### src/rtl/rotshift_pkg.sv
// Package rotshift_pkg
// Holds the mode encoding shared by the staged rotator and its checker.
// Assumes a 2-bit mode field. Code 11 is decoded as a rotate.
package rotshift_pkg;

    typedef enum logic [1:0] {
        MODE_ROT     = 2'b00,
        MODE_LSR     = 2'b01,
        MODE_ASR     = 2'b10,
        MODE_ROT_ALT = 2'b11
    } rs_mode_e;

endpackage

### src/rtl/rotshift_mode_dec.sv
// Module rotshift_mode_dec
// Turns the 2-bit mode and the input sign bit into two controls:
//   wrap: the stages rotate instead of shifting.
//   fill: the bit that shift stages insert at the top.
// Assumes the sign bit is the most significant bit of the unmodified input word.
module rotshift_mode_dec
    import rotshift_pkg::*;
(
    input  logic [1:0] mode,
    input  logic       sign_bit,
    output logic       wrap,
    output logic       fill
);

    // Decode the mode into the wrap and fill controls.
    always_comb begin
        wrap = 1'b0;
        fill = 1'b0;
        case (rs_mode_e'(mode))
            MODE_ROT, MODE_ROT_ALT: wrap = 1'b1;
            MODE_LSR:               fill = 1'b0;
            MODE_ASR:               fill = sign_bit;
            default:                wrap = 1'b1;
        endcase
    end

endmodule

### src/rtl/rotshift_stage.sv
// Module rotshift_stage
// One fixed-distance stage of the chain.
// When en is set it moves the word right by DIST places. With wrap set, the bits
// that leave the low end re-enter at the top; otherwise the top DIST places take fill.
// When en is clear the word passes through unchanged.
// Assumes 0 < DIST < W.
module rotshift_stage #(
    parameter int W    = 8,
    parameter int DIST = 1
) (
    input  logic [W-1:0] d_in,
    input  logic         en,
    input  logic         wrap,
    input  logic         fill,
    output logic [W-1:0] d_out
);

    logic [DIST-1:0] top_bits;

    // Pick the bits that enter the top positions: the wrapped low bits or the fill.
    always_comb begin
        top_bits = wrap ? d_in[DIST-1:0] : {DIST{fill}};
    end

    // Apply the move, or pass the word through.
    always_comb begin
        d_out = en ? {top_bits, d_in[W-1:DIST]} : d_in;
    end

endmodule

### src/rtl/rotshift_oreg.sv
// Module rotshift_oreg
// The output register. It clears on a synchronous active-low reset and
// otherwise loads the stage chain's result on every rising edge.
module rotshift_oreg #(
    parameter int W = 8
) (
    input  logic         clk,
    input  logic         rst_n,
    input  logic [W-1:0] d,
    output logic [W-1:0] q
);

    // Capture the result, or clear it while reset is held.
    always_ff @(posedge clk) begin
        if (!rst_n) q <= '0;
        else        q <= d;
    end

endmodule

### src/rtl/barrel_rotshift.sv
// Module barrel_rotshift
// A right rotator and shifter built as log2(WIDTH) cascaded stages.
// Stage k moves the word by 2^k places when amt_in[k] is set. The result is
// registered once, so the latency is one clock.
// Assumes WIDTH is a power of two and at least 2.
module barrel_rotshift #(
    parameter int WIDTH = 8,
    localparam int AW   = $clog2(WIDTH)
) (
    input  logic             clk,
    input  logic             rst_n,
    input  logic [WIDTH-1:0] x_in,
    input  logic [AW-1:0]    amt_in,
    input  logic [1:0]       mode_in,
    output logic [WIDTH-1:0] y_out
);

    logic             wrap;
    logic             fill;
    logic [WIDTH-1:0] chain [0:AW];

    // Derive the wrap and fill controls from the mode and the original sign bit.
    rotshift_mode_dec u_dec (
        .mode     (mode_in),
        .sign_bit (x_in[WIDTH-1]),
        .wrap     (wrap),
        .fill     (fill)
    );

    // Feed the data word into the head of the chain.
    always_comb begin
        chain[0] = x_in;
    end

    // One stage per distance bit, each moving the word by a power of two.
    for (genvar k = 0; k < AW; k++) begin : g_stage
        rotshift_stage #(
            .W    (WIDTH),
            .DIST (1 << k)
        ) u_stage (
            .d_in  (chain[k]),
            .en    (amt_in[k]),
            .wrap  (wrap),
            .fill  (fill),
            .d_out (chain[k+1])
        );
    end

    // Register the result of the last stage.
    rotshift_oreg #(.W(WIDTH)) u_oreg (
        .clk   (clk),
        .rst_n (rst_n),
        .d     (chain[AW]),
        .q     (y_out)
    );

endmodule

### config.mk
export PLATFORM = sky130hd
export DESIGN_NAME = barrel_rotshift
export DESIGN_NICKNAME = d
export VERILOG_FILES = /design/src/rtl/rotshift_pkg.sv /design/src/rtl/rotshift_mode_dec.sv /design/src/rtl/rotshift_stage.sv /design/src/rtl/rotshift_oreg.sv /design/src/rtl/barrel_rotshift.sv
export SDC_FILE = /design/constraint.sdc
export NUM_CORES = 1
export LEC_CHECK = 0
export ABC_CLOCK_PERIOD_IN_PS = 1800
export BUFFER_PORTS_ARGS = -buffer_cell sky130_fd_sc_hd__buf_2
export CORE_UTILIZATION = 40
export DETAILED_ROUTE_END_ITERATION = 7
export GPL_TIMING_DRIVEN = 0
export PLACE_DENSITY = 0.71
export SETUP_SLACK_MARGIN = 0.15
export SYNTH_ARGS = -nofsm -noshare
export SYNTH_HDL_FRONTEND = slang
export SYNTH_SLANG_ARGS = --single-unit
### constraint.sdc
create_clock -name clk -period 1.8 [get_ports clk]
set_clock_uncertainty 0.15 [all_clocks]
set_input_delay 0 -clock clk [delete_from_list [all_inputs] [get_ports clk]]
set_output_delay 0 -clock clk [all_outputs]
set_load 0.02 [all_outputs]
==> results.sh <==
export IMPL_outcome="finished, final reports clean"
export IMPL_synth_nets=80
export IMPL_die_area_um2=1568
export IMPL_fin_nets=110
export IMPL_whs_ps=0.3074
export IMPL_seq_area_um2=160.2
export IMPL_first_pass_iters=4
export IMPL_start_util=0.4346
export IMPL_yosysTopAreaCell="dfxtp_1"
export IMPL_cap_violations=0
export IMPL_place_inst=99
export IMPL_ys_types=31
export IMPL_cts_buffers=3
export IMPL_avgSynthCellArea_um2=8.837
export IMPL_fill_cells=128
export IMPL_max_slew_margin_rel=0.8409
export IMPL_peakVddDrop_uv=215.8
export IMPL_drt_iter0_markers=4
export IMPL_clockBufferDepth=2
export IMPL_internal_power_mw=0.3492
export IMPL_yosys_area_top_type_share=0.2832
export IMPL_synthCells=64
export IMPL_cp_arrival_ps=1580
export IMPL_min_to="u_oreg.q[2]"
export IMPL_cts_root_buf="clkbuf_4"
export IMPL_netlist_area_um2=565.5
export IMPL_critPathKind="input port to flip-flop"
export IMPL_power_switching_mw=0.1542
export IMPL_rows=13
export IMPL_drc=0
export IMPL_clkPwrFrac=0.268
export IMPL_core_area_um2=1301
export IMPL_route_vias_total=548
export IMPL_cts_sinks=8
export IMPL_largest_register="u_oreg.q"
export IMPL_min_delay_path_depth=3
export IMPL_grt_overflow_total=0
export IMPL_die_y_um=39.60
export IMPL_globalplace_congestion=0.7289
export IMPL_die_x_um=39.60
export IMPL_grt_pass1_wl_um=1828
export IMPL_dp_hpwl_um=971.5
export IMPL_p_per_area_nw_per_um2=662.8
export IMPL_period_needed_ps=1539
export IMPL_min_from="amt_in[1]"
export IMPL_slew_viol_final=0
export IMPL_comb_power_share=0.341
export IMPL_cts_reportedPaths_clkPinSlew_ps=60
export IMPL_synth_warnings=0
export IMPL_end_kind="flip-flop"
export IMPL_final_cells=107
export IMPL_track_usage=0.1796
export IMPL_reg_top3="u_oreg.q: 8 flops"
export IMPL_ys_ff_latch=8
export IMPL_min_path_type="input port to flip-flop"
export IMPL_wire_per_inst_um=10.64
export IMPL_post_cts_setup_buffers=0
export IMPL_ant_nets=0
export IMPL_seq_area_frac_synth=0.2832
export IMPL_fin_setup_tns_ps=0
export IMPL_rsz0062_at_grt="false"
export IMPL_fin_crit_sh=0.8549
export IMPL_antenna_found_initial=0
export IMPL_netSwitchingFraction=0.3063
export IMPL_drt_total_wl_um=1138
export IMPL_critPathLaunchType="input port"
export IMPL_p_leak_nw=0.3857
export IMPL_cp_max_fo=8
export IMPL_io_pins=23
export IMPL_via_per_inst=5.121
export IMPL_timing_fmax_ghz=0.6499
export IMPL_diodes=0
export IMPL_syn2layout_area_growth_pct=34.29
export IMPL_grt_pass1_vias=447
export IMPL_largest_reg_flops=8
export IMPL_cts_tree="done"
export IMPL_grt_max_degree=10
export IMPL_drive_above_1_share=0.3696
export IMPL_multi_input_area_um2=370.4
export IMPL_p_seq_frac=0.391
export IMPL_setup_viol=0
export IMPL_hold_viol=0
export IMPL_worstMarginPinSlew_ps=232.0
export IMPL_crit_required_ps=1840
export IMPL_ys_top_cells_by_area="dfxtp_1 28%, mux2i_1 14%, mux2_4 5.3%"
export IMPL_portBuffers=20
export IMPL_h_tree_depth=1
-- synthesized netlist by cell type --
master	count
clkinv_1	1
a211oi_2	1
inv_2	1
o21ai_1	2
a21oi_1	1
mux2i_1	8
ha_1	1
buf_4	1
and3b_1	1
o21a_1	1
a21boi_2	1
a21oi_2	1
nor2_1	3
nand2_1	7
o21ai_2	1
inv_1	3
a211oi_1	2
nand2b_1	2
a221oi_1	1
a21boi_1	1
a31oi_1	1
and2_1	2
nand2b_4	1
mux2_4	2
a21o_1	2
dfxtp_1	8
nand3_1	2
o2bb2ai_1	2
o22ai_1	1
o21ai_0	2
buf_6	1
-- final cells by class --
class                      count  share of cell area
multi-input combinational     49              0.4876
inverter                       5             0.02471
clock buffer                   3             0.02965
timing repair buffer          25              0.1977
buffer                         2             0.02471
tap                           15             0.02471
sequential                     8              0.2109
-- metal layers --
metal / global-route usage / wire (um) / vias up
met5: 0 / 0 / -
met4: 0.1034 / 14 / 0
met3: 0.03409 / 73 / 2
met2: 0.3197 / 549 / 22
met1: 0.1926 / 500 / 237
li1: - / - / 287
-- cells in the final DEF, fill, tap and decap left out, types with 2 or more instances in the layout --
| cell | Yosys | routed |
|---|---|---|
| buf_2 | 0 | 20 |
| mux2i_1 | 8 | 8 |
| dfxtp_1 | 8 | 8 |
| nand2_1 | 7 | 7 |
| dlygate4sd3_1 | 0 | 5 |
| nor2_1 | 3 | 3 |
| inv_1 | 3 | 3 |
| clkbuf_4 | 0 | 3 |
| mux2_4 | 2 | 2 |
| and2_1 | 2 | 2 |
| a211oi_1 | 2 | 2 |
| o21ai_1 | 2 | 2 |
| nand2b_1 | 2 | 2 |
| nand3_1 | 2 | 2 |
| o2bb2ai_1 | 2 | 2 |
| a21o_1 | 2 | 2 |
| o21ai_0 | 2 | 2 |
-- cells by family (layout without fill, tap and decap cells) --
kind of cell               after synthesis  count (layout)  share of synthesized area
muxes                                   10              10                     0.1947
adders and majority gates                1               1                    0.02212
buffers and inverters                    7              35                    0.06636
AOI/OAI and AO/OA                       20              20                     0.2655
and+or+nand+nor                         18              18                     0.1681
DFF                                      8               8                     0.2832
-- worst max path at each step --
stage / from / end / slack (ps)
floorplan: mode_in[0] / u_oreg.q[5] / 490
global placement: mode_in[0] / u_oreg.q[5] / 300
detailed placement: mode_in[0] / u_oreg.q[5] / 250
CTS: mode_in[0] / u_oreg.q[3] / 200
global route: mode_in[0] / u_oreg.q[3] / 170
finish: mode_in[0] / u_oreg.q[3] / 260
-- through the flow --
stage | setup slack, ps | area [um^2] | utilization | total power [mW]
after detailed placement | 245.0 | 684.4 | 0.5260 | 0.3634
after global placement | 303.0 | 684.4 | 0.5260 | 0.3597
after CTS | 200.7 | 757.0 | 0.5817 | 0.5069
final | 261.2 | 759.5 | 0.5837 | 0.5034
after floorplan | 490.6 | 565.5 | - | 0.3143
after global routing | 167.7 | 759.5 | 0.5837 | 0.5389
-- what timing repair did --
| action | in CTS | in global routing |
|---|---|---|
| setup endpoints to repair | 0 | 1 |
| endpoints found under the hold margin | 8 | 0 |
| hold buffers | 5 | 0 |
| gates resized for setup | 0 | 1 |
-- critical path, stage by stage --
cell,delay [ps]
buf_2,90
inv_1,50
ha_2,310
nand2b_1,170
a21boi_2,160
o2bb2ai_1,100
a21oi_1,140
dlygate4sd3_1,550
-- power by group through the flow --
stage                     Combinational [mW]  Clock (mW)  Sequential [mW]
after floorplan                       0.0915           0            0.223
after global placement                 0.160           0            0.200
after detailed placement               0.163           0            0.200
after CTS                              0.173       0.137            0.197
after global routing                   0.191       0.149            0.199
final                                  0.172       0.135            0.197
Note: power is estimated with default switching activity, not from simulation.
